[src/rtl/yuv_rgba_pkg.sv]
// Package for the YUV-pair to RGBA converter.
// Holds the widths, coefficients and offsets, the chroma product bundle, and
// the 16-bit unsigned helper functions (floor subtract, capped add, halving add).
// Assumes 8-bit samples and 16-bit intermediates throughout.
package yuv_rgba_pkg;

    localparam int PIX_W     = 8;
    localparam int ACC_W     = 16;
    localparam int NUM_LANES = 2;
    localparam int PIPE_LAT  = 3;

    localparam int LUMA_K = 149;
    localparam int RV_K   = 204;
    localparam int BU_K   = 254;
    localparam int GU_K   = 50;
    localparam int GV_K   = 104;

    localparam int RED_OFS = (16 * LUMA_K + 64 + 128 * RV_K) >> 1;
    localparam int GRN_OFS = -16 * LUMA_K + 128 * GU_K + 128 * GV_K;
    localparam int BLU_OFS = (16 * LUMA_K + 512 + 128 * BU_K) >> 1;

    localparam int RB_SHIFT = 6;
    localparam int G_SHIFT  = 7;

    localparam logic [PIX_W-1:0] ALPHA_BYTE = '1;

    typedef struct packed {
        logic [ACC_W-1:0] red_prod;
        logic [ACC_W-1:0] blu_prod;
        logic [ACC_W-1:0] grn_prod;
        logic [ACC_W-1:0] v_half;
        logic [ACC_W-1:0] u_x4;
    } chroma_t;

    // Unsigned subtract that stops at zero
    function automatic logic [ACC_W-1:0] sub_floor(input logic [ACC_W-1:0] a,
                                                   input logic [ACC_W-1:0] b);
        return (a >= b) ? (a - b) : '0;
    endfunction

    // Unsigned add that stops at the all-ones value
    function automatic logic [ACC_W-1:0] add_cap(input logic [ACC_W-1:0] a,
                                                 input logic [ACC_W-1:0] b);
        logic [ACC_W:0] s;
        s = {1'b0, a} + {1'b0, b};
        return s[ACC_W] ? '1 : s[ACC_W-1:0];
    endfunction

    // Halving add: carry is kept before the shift
    function automatic logic [ACC_W-1:0] add_half(input logic [ACC_W-1:0] a,
                                                  input logic [ACC_W-1:0] b);
        logic [ACC_W:0] s;
        s = {1'b0, a} + {1'b0, b};
        return s[ACC_W:1];
    endfunction

endpackage

[src/rtl/yuv_chroma_terms.sv]
// Stage 1 chroma products shared by all lanes of a pair.
// Registers V*204, U*254, U*50+V*104, V>>1 and U<<2 as 16-bit values.
// Assumes 8-bit U and V, so every product fits 16 bits without loss.
module yuv_chroma_terms
    import yuv_rgba_pkg::*;
(
    input  logic             clk,
    input  logic             rst_n,
    input  logic [PIX_W-1:0] u_in,
    input  logic [PIX_W-1:0] v_in,
    output chroma_t          terms_q
);

    logic [ACC_W-1:0] u_w;
    logic [ACC_W-1:0] v_w;
    chroma_t          terms_d;

    assign u_w = ACC_W'(u_in);
    assign v_w = ACC_W'(v_in);

    // Form all chroma products of the current group
    always_comb begin
        terms_d.red_prod = v_w * ACC_W'(RV_K);
        terms_d.blu_prod = u_w * ACC_W'(BU_K);
        terms_d.grn_prod = u_w * ACC_W'(GU_K) + v_w * ACC_W'(GV_K);
        terms_d.v_half   = v_w >> 1;
        terms_d.u_x4     = u_w << 2;
    end

    // Capture the chroma products into the stage 1 register
    always_ff @(posedge clk) begin
        if (!rst_n) terms_q <= '0;
        else        terms_q <= terms_d;
    end

endmodule

[src/rtl/yuv_luma_lane.sv]
// One pixel lane covering stages 1 and 2.
// Stage 1 registers the luma product Y*149. Stage 2 merges it with the shared
// chroma products and produces the wide red, green and blue values before narrowing.
// Assumes chroma_q is the stage 1 register of the same group as y_in.
module yuv_luma_lane
    import yuv_rgba_pkg::*;
(
    input  logic             clk,
    input  logic             rst_n,
    input  logic [PIX_W-1:0] y_in,
    input  chroma_t          chroma_q,
    output logic [ACC_W-1:0] red_q,
    output logic [ACC_W-1:0] grn_q,
    output logic [ACC_W-1:0] blu_q
);

    logic [ACC_W-1:0] luma_q;
    logic [ACC_W-1:0] red_d;
    logic [ACC_W-1:0] grn_d;
    logic [ACC_W-1:0] blu_d;

    // Register the scaled luma term
    always_ff @(posedge clk) begin
        if (!rst_n) luma_q <= '0;
        else        luma_q <= ACC_W'(y_in) * ACC_W'(LUMA_K);
    end

    // Combine luma and chroma with halving, capped and floored steps
    always_comb begin
        red_d = sub_floor(add_half(luma_q + chroma_q.v_half, chroma_q.red_prod),
                          ACC_W'(RED_OFS));
        grn_d = sub_floor(add_cap(luma_q, ACC_W'(GRN_OFS)), chroma_q.grn_prod);
        blu_d = sub_floor(add_half(luma_q + chroma_q.u_x4, chroma_q.blu_prod),
                          ACC_W'(BLU_OFS));
    end

    // Capture the wide colour values into the stage 2 register
    always_ff @(posedge clk) begin
        if (!rst_n) begin
            red_q <= '0;
            grn_q <= '0;
            blu_q <= '0;
        end else begin
            red_q <= red_d;
            grn_q <= grn_d;
            blu_q <= blu_d;
        end
    end

endmodule

[src/rtl/yuv_round_narrow.sv]
// Stage 3 narrowing of one colour channel.
// Adds half of the shift step, shifts right by SHIFT and clamps to 8 bits,
// then registers the byte. Assumes 1 <= SHIFT < ACC_W.
module yuv_round_narrow
    import yuv_rgba_pkg::*;
#(
    parameter int SHIFT = 6
) (
    input  logic             clk,
    input  logic             rst_n,
    input  logic [ACC_W-1:0] wide_in,
    output logic [PIX_W-1:0] byte_q
);

    localparam int SUM_W = ACC_W + 1;
    localparam int QUO_W = SUM_W - SHIFT;

    logic [SUM_W-1:0] rounded;
    logic [QUO_W-1:0] quot;
    logic [PIX_W-1:0] byte_d;

    // Round, shift and clamp to the byte range
    always_comb begin
        rounded = {1'b0, wide_in} + (SUM_W'(1) << (SHIFT - 1));
        quot    = rounded[SUM_W-1:SHIFT];
        byte_d  = (quot > QUO_W'(255)) ? '1 : quot[PIX_W-1:0];
    end

    // Register the narrowed byte
    always_ff @(posedge clk) begin
        if (!rst_n) byte_q <= '0;
        else        byte_q <= byte_d;
    end

endmodule

[src/rtl/yuv_pair_rgba.sv]
// Top level of the YUV-pair to RGBA converter.
// Takes one luma pair and its shared U/V on each clock. Returns two packed
// {A,B,G,R} words three cycles later, with a matching valid flag.
// Assumes the data inputs hold defined values on every edge.
module yuv_pair_rgba
    import yuv_rgba_pkg::*;
(
    input  logic        clk,
    input  logic        rst_n,
    input  logic        in_valid,
    input  logic [7:0]  in_y0,
    input  logic [7:0]  in_y1,
    input  logic [7:0]  in_u,
    input  logic [7:0]  in_v,
    output logic        out_valid,
    output logic [31:0] out_pix0,
    output logic [31:0] out_pix1
);

    chroma_t             chroma_q;
    logic [PIX_W-1:0]    y_lane   [NUM_LANES];
    logic [4*PIX_W-1:0]  pix_lane [NUM_LANES];
    logic [PIPE_LAT-1:0] vld_pipe;

    assign y_lane[0] = in_y0;
    assign y_lane[1] = in_y1;

    yuv_chroma_terms u_chroma (
        .clk     (clk),
        .rst_n   (rst_n),
        .u_in    (in_u),
        .v_in    (in_v),
        .terms_q (chroma_q)
    );

    for (genvar li = 0; li < NUM_LANES; li++) begin : g_lane
        logic [ACC_W-1:0] red_w;
        logic [ACC_W-1:0] grn_w;
        logic [ACC_W-1:0] blu_w;
        logic [PIX_W-1:0] red_b;
        logic [PIX_W-1:0] grn_b;
        logic [PIX_W-1:0] blu_b;

        yuv_luma_lane u_lane (
            .clk      (clk),
            .rst_n    (rst_n),
            .y_in     (y_lane[li]),
            .chroma_q (chroma_q),
            .red_q    (red_w),
            .grn_q    (grn_w),
            .blu_q    (blu_w)
        );

        yuv_round_narrow #(.SHIFT(RB_SHIFT)) u_red (
            .clk (clk), .rst_n (rst_n), .wide_in (red_w), .byte_q (red_b)
        );
        yuv_round_narrow #(.SHIFT(G_SHIFT)) u_grn (
            .clk (clk), .rst_n (rst_n), .wide_in (grn_w), .byte_q (grn_b)
        );
        yuv_round_narrow #(.SHIFT(RB_SHIFT)) u_blu (
            .clk (clk), .rst_n (rst_n), .wide_in (blu_w), .byte_q (blu_b)
        );

        assign pix_lane[li] = {ALPHA_BYTE, blu_b, grn_b, red_b};
    end

    // Carry the valid flag alongside the data stages
    always_ff @(posedge clk) begin
        if (!rst_n) vld_pipe <= '0;
        else        vld_pipe <= {vld_pipe[PIPE_LAT-2:0], in_valid};
    end

    assign out_valid = vld_pipe[PIPE_LAT-1];
    assign out_pix0  = pix_lane[0];
    assign out_pix1  = pix_lane[1];

endmodule

[config.mk]
export PLATFORM = sky130hd
export DESIGN_NAME = yuv_pair_rgba
export DESIGN_NICKNAME = d
export VERILOG_FILES = /design/src/rtl/yuv_rgba_pkg.sv /design/src/rtl/yuv_chroma_terms.sv /design/src/rtl/yuv_luma_lane.sv /design/src/rtl/yuv_round_narrow.sv /design/src/rtl/yuv_pair_rgba.sv
export SDC_FILE = /design/constraint.sdc
export NUM_CORES = 1
export LEC_CHECK = 0
export ABC_AREA = 0
export BUFFER_PORTS_ARGS = -buffer_cell sky130_fd_sc_hd__buf_4
export CAP_MARGIN = 20
export CORE_ASPECT_RATIO = 1.1
export CORE_MARGIN = 3
export CORE_UTILIZATION = 60
export CTS_BUF_LIST = sky130_fd_sc_hd__clkbuf_4 sky130_fd_sc_hd__clkbuf_8
export DETAILED_ROUTE_END_ITERATION = 8
export GPL_TIMING_DRIVEN = 0
export PLACE_DENSITY = 0.89
export SYNTH_ARGS = -nofsm -noshare
export SYNTH_HDL_FRONTEND = slang
export SYNTH_SLANG_ARGS = --single-unit
[constraint.sdc]
create_clock -name clk -period 5.15 [get_ports clk]
set_input_delay 0.515 -clock clk [delete_from_list [all_inputs] [get_ports clk]]
set_output_delay 0.515 -clock clk [all_outputs]
set_load 0.02 [all_outputs]
# [After elaboration in Yosys (flattened, before gate mapping)]
# Cells that the tools add are included.
[classes] order_cmp=12 n_addsub=23 mul=6 reduce_logical=6 n_mux=8
[op_table] op="adder 16 bit" count=5
[op_table] op="adder 16 x 16 -> 17 bit" count=4
[op_table] op="adder 16 x 6 -> 17 bit (second input constant)" count=4
[op_table] op="2-to-1 mux 8 bit" count=6
[op_table] op="> comparator 11 x 8 -> 1 bit (second input constant)" count=4
[op_table] op="adder 16 x 15 -> 17 bit (second input constant)" count=2
[op_table] op="adder 16 x 7 -> 17 bit (second input constant)" count=2
[op_table] op=">= comparator 16 x 14 -> 1 bit (second input constant)" count=2
[op_table] op=">= comparator 16 x 15 -> 1 bit (second input constant)" count=2
[op_table] op=">= comparator 16 bit" count=2
[op_table] op="multiplier 8 x 8 -> 16 bit (second input constant)" count=2
[op_table] op="2-to-1 mux 16 bit" count=2
[op_table] op="subtractor 16 x 14 -> 16 bit (second input constant)" count=2
[op_table] op="subtractor 16 x 15 -> 16 bit (second input constant)" count=2
[op_table] op="subtractor 16 bit" count=2
[op_table] op="> comparator 10 x 8 -> 1 bit (second input constant)" count=2
[op_table] op="multiplier 8 x 7 -> 15 bit (second input constant)" count=1
[op_table] op="multiplier 8 x 6 -> 14 bit (second input constant)" count=1
[op_table] op="multiplier 8 x 5 -> 13 bit (second input constant)" count=1
[op_table] op="multiplier 8 x 4 -> 12 bit (second input constant)" count=1
[op_table] op="AND reduction 2 bit" count=6
[totals] out_inout_bits=65 inputBits=35 ff_bits=259 wordCells=79

# [Longest topological paths before layout]
[logic_depth] depth_word=4 depth_mapped=19 depth_no_buf=19

# [Modules after synthesis]
# Synthesis repeated with hierarchy kept, for this count alone.
[hier_totals] cells_unflattened=2608 hier_area_um2=22288.9
[by_module_without_submodules] module="yuv_luma_lane at g_lane[1].u_lane" area_per_inst_um2=7100.6 instances=1 cells_per_inst=868 seq_area_each_um2=1281.2
[by_module_without_submodules] module="yuv_luma_lane at g_lane[0].u_lane" area_per_inst_um2=6977.9 instances=1 cells_per_inst=852 seq_area_each_um2=1281.2
[by_module_without_submodules] module="yuv_chroma_terms" area_per_inst_um2=5392.7 instances=1 cells_per_inst=577 seq_area_each_um2=1121.1
[by_module_without_submodules] module="yuv_round_narrow at g_lane[0].u_blu ..." area_per_inst_um2=469.2 instances=4 cells_per_inst=51 seq_area_each_um2=160.2
[by_module_without_submodules] module="yuv_round_narrow at g_lane[0].u_grn ..." area_per_inst_um2=369.1 instances=2 cells_per_inst=42 seq_area_each_um2=160.2
[by_module_without_submodules] module="yuv_pair_rgba" area_per_inst_um2=202.7 instances=1 cells_per_inst=23 seq_area_each_um2=60.1

# [Worst setup path before layout]
# Ideal clock, no wire load.
[synth_timing] kind="input to register" start="input in_u[3]" end="register u_chroma.terms_q[63] (netlist name)" required_time_ps=5078 setup_time_ps=72 setup_slack_ps=830 n_path_buf=0 arrival_ps=4248 path_stages=13 cell_sequence="fa_1 fa_1 inv_1 fa_1 inv_1 fa_1 ha_1 nor2b_1 o21a_1 o41ai_1 o21ai_0 a31oi_1 mux2i_1"
[synth_via] elab_chain_len=1
[synth_lines] item="from (decl)" line="yuv_pair_rgba.sv:13" source="input logic [7:0] in_u,"
[synth_lines] item="multiplier 8 x 7 -> 15 bit" line="yuv_chroma_terms.sv:24" source="terms_d.blu_prod = u_w * ACC_W'(BU_K);"
[synth_lines] item="to (signal assigned)" line="yuv_chroma_terms.sv:33" source="else terms_q <= terms_d;"
[synth_lines] item="to (decl)" line="yuv_chroma_terms.sv:11" source="output chroma_t terms_q"
# Every way passes these cells.
# A chain may end at the register's enable or synchronous reset.

# [Final worst setup path]
[layout_timing] start="register u_chroma.terms_q[49] (netlist name)" end="register g_lane[1].u_lane.blu_q[8]"
[layout_via] elab_chain_len=3 elab_cells_between_ends=4 classes_between="add/sub (2); order compare (1); reduce/logical (1)"
[layout_lines] item="adder 16 x 16 -> 17 bit *" line="yuv_rgba_pkg.sv:53" source="s = {1'b0, a} + {1'b0, b};"
[layout_lines] item=">= comparator 16 x 15 -> 1 bit" line="yuv_rgba_pkg.sv:38" source="return (a >= b) ? (a - b) : '0;"
[layout_lines] item="AND reduction 2 bit (no line)"
[layout_lines] item="to (signal assigned)" line="yuv_luma_lane.sv:46" source="blu_q <= blu_d;"
[layout_lines] item="to (decl)" line="yuv_luma_lane.sv:14" source="output logic [ACC_W-1:0] blu_q"
# Every way passes the cells marked *; elsewhere a longest branch is shown, timed or not.

==> results.toml <==
[synth]
synth_cells = 2134
synth_most_common_cell = "ha_1"
synth_top_cell_by_area = "dfxtp_1"
synth_seq_cells = 203
synth_top_area_frac = 0.223
seq_area_frac_synth = 0.223
yosysWarnings = 0
synth_area_leaders = "dfxtp_1 (22%), ha_1 (22%), fa_1 (6.9%)"
syn_area_per_cell_um2 = 8.56
synth_ff_type = "dfxtp_1"
yosys-top-cells-count = "ha_1 (315), inv_1 (218), dfxtp_1 (203), nor2_1 (172), a21oi_1 (170)"
yosysUniqueCellTypes = 71
synth_edf_count = 0
netlist_area_um2 = 18300
async_reset_ff_frac = 0

[finish]
fin_nets = 2676
final_util = 0.675
multi_input_area_um2 = 13200
seqCellArea_um2 = 4060
drive_above_1_share = 0.0832
nFillCells = 2379
area_growth_syn_to_layout_pct = 10.2
antenna_cells = 0

[critical_path]
reg2reg_depth = 17
cp-end-kind = "flop"
r2r_slack_ns = 0.35
path_max_fanout = 9
worstReg2RegEnd = "g_lane[1].u_lane.blu_q[8]"
crit_required_ns = 5.63
cp.arrival_ns = 5.28
reg2reg_from = "u_chroma.terms_q[49]"
criticalPathCategory = "reg2reg"
cp-start-kind = "flop"

[detailed_routing]
ant_nets = 0
post_drt_wl_per_cell_um = 16.4
drtPass1Iterations = 5
vias_per_cell = 5.66
num_vias = 15200
drc = 0
drtIter0Drc = 898
wl_um = 44000

[timing]
slew_headroom = 0.272
slew_violations = 0
setup_violations = 0
fin_skew_ns = 0.0101
post-route-min-period_ns = 4.80
hold_viol = 0
max_freq_mhz = 208
worst_slew_pin_slew_ns = 1.09
finalSetupTns_ns = 0
period_share = 0.933

[clock_network]
clockRootBuffer = "clkbuf_8"
post-cts-setup-buffers = 0
cts_tree = "yes"
cts-htree-levels = 1
clockBufferDepth = 3
numCtsBuffers = 28
clock_latency_ns = 0.57
clkSlewWorstSetupHoldPaths_ns = 0.07
cts_hold_buf = 0
clock-sinks = 203
cts_resized = 0

[worst_hold_path]
min_to = "vld_pipe[0]"
hold-path-cell-count = 2
hold_path.class = "in2reg"
hp-start = "in_valid"

[floorplanning]
rows = 66
die_area_um2 = 32600
die_h_um = 189
core-area_um2 = 29800
io_pins = 100
die_w_um = 172
floorplan.initialDensity = 0.613

[placement]
place_congestion = 0.999
numPortBuffers = 83
hpwl_um = 36500

[global_route]
grt_pass1_vias = 14900
gr-total-overflow = 0
grt_pass1_wl_um = 71500
antenna_found_initial = 0
grt_usage = 0.267
grt_max_degree = 15

[pwr]
powerDensity_nw_per_um2 = 565
p_leak_nw = 9.88
ir_drop_v = 0.000330

[outcome]
outcome = "finished clean"

[flow_run]
maxCapViolations = 0
metrics by stage:
step                      cells  setup slack, ns  area (µm²)  hold WS (ns)  power [mW]
final                      2691            0.346       20100         0.191        11.4
after global routing       2691          -0.0116       20100         0.177        12.4
after CTS                  2690           0.0884       20100         0.169        11.2
after detailed placement   2640            0.115       19400         0.436        9.79
after global placement     2640            0.217       19400         0.417        9.50
after floorplan            2149            0.830       18300         0.412        8.07
cells in the final DEF, fill, tap and decap left out, types with 22 or more instances in the layout:
cell type,netlist,layout
ha_1,315,315
inv_1,218,218
dfxtp_1,203,203
nor2_1,172,172
a21oi_1,170,170
xnor2_1,119,119
nand2_1,112,112
xor2_1,99,99
buf_4,16,99
o21ai_0,75,75
a21o_1,68,68
fa_1,63,63
nand3_1,50,50
nor3_1,44,44
and2_1,40,40
clkbuf_8,0,34
clkbuf_1,31,31
and3_1,28,28
nand2b_1,23,23
nor2b_1,22,22
o21bai_1,22,22
worst max path at each step:
| stage | start | to | depth (start not counted) |
|---|---|---|---|
| after global placement | g_lane[0].u_lane.luma_q[4] | g_lane[0].u_lane.grn_q[8] | 14 |
| after CTS | g_lane[0].u_lane.luma_q[7] | g_lane[0].u_lane.grn_q[8] | 12 |
| final | u_chroma.terms_q[49] | g_lane[1].u_lane.blu_q[8] | 17 |
| after floorplan | in_u[3] | u_chroma.terms_q[63] | 13 |
| after detailed placement | g_lane[0].u_lane.luma_q[4] | g_lane[0].u_lane.grn_q[8] | 14 |
| after global routing | u_chroma.terms_q[49] | g_lane[1].u_lane.blu_q[8] | 17 |
registers in the layout (all words and copies together), names as in the netlist:
| signal | cells |
|---|---|
| g_lane.u_grn.byte_q | 16 |
| g_lane.u_lane.luma_q | 32 |
| g_lane.u_lane.red_q | 22 |
| g_lane.u_blu.byte_q | 16 |
| g_lane.u_red.byte_q | 16 |
| vld_pipe | 3 |
| g_lane.u_lane.grn_q | 20 |
| g_lane.u_lane.blu_q | 22 |
| u_chroma.terms_q | 56 |
layer usage:
metal | GRT usage | wire length [µm]
met4 | 0.0955 | 1770
met1 | 0.347 | 19300
met5 | 0 | 0
met3 | 0.0200 | 2170
met2 | 0.464 | 20800
where the power goes:
| part | internal [mW] | total (mW) | switching (mW) |
|---|---|---|---|
| sequential | 2.00 | 2.36 | 0.360 |
| combinational | 3.19 | 7.65 | 4.46 |
| clock | 0.743 | 1.35 | 0.605 |
| total | 5.93 | 11.4 | 5.43 |
cell families after synthesis:
logic type	Yosys count	share of synthesized area
simple gates	569	0.152
buf+inv	273	0.0599
compound gates	486	0.172
mux	6	0.00349
xor+xnor	218	0.105
other cells	1	0.000205
fa+ha+maj	378	0.285
flops	203	0.223
layout make-up:
class                           instances  area share
Tap cell                              408      0.0254
Sequential cell                       203       0.202
Clock inverter                         10     0.00516
Timing Repair Buffer                   84      0.0312
Buffer                                 54      0.0135
Multi-Input combinational cell       1673       0.657
Inverter                              219      0.0408
Clock buffer                           40      0.0255
worst max-delay path, cell delays in order (launching register included):
cell and delay, ns:
dfxtp_1 0.39, ha_1 0.26, fa_1 0.41, a21o_1 0.18, a21oi_1 0.22, o21bai_1 0.10
a21oi_1 0.24, o21bai_1 0.09, a21oi_1 0.34, xnor2_1 0.13, ha_1 0.36, inv_1 0.09
or3_1 0.38, o211ai_1 0.29, xnor2_1 0.18, o32ai_2 0.60, o41ai_4 0.19, nor3b_1 0.25
(Power assumes the default switching activity.)
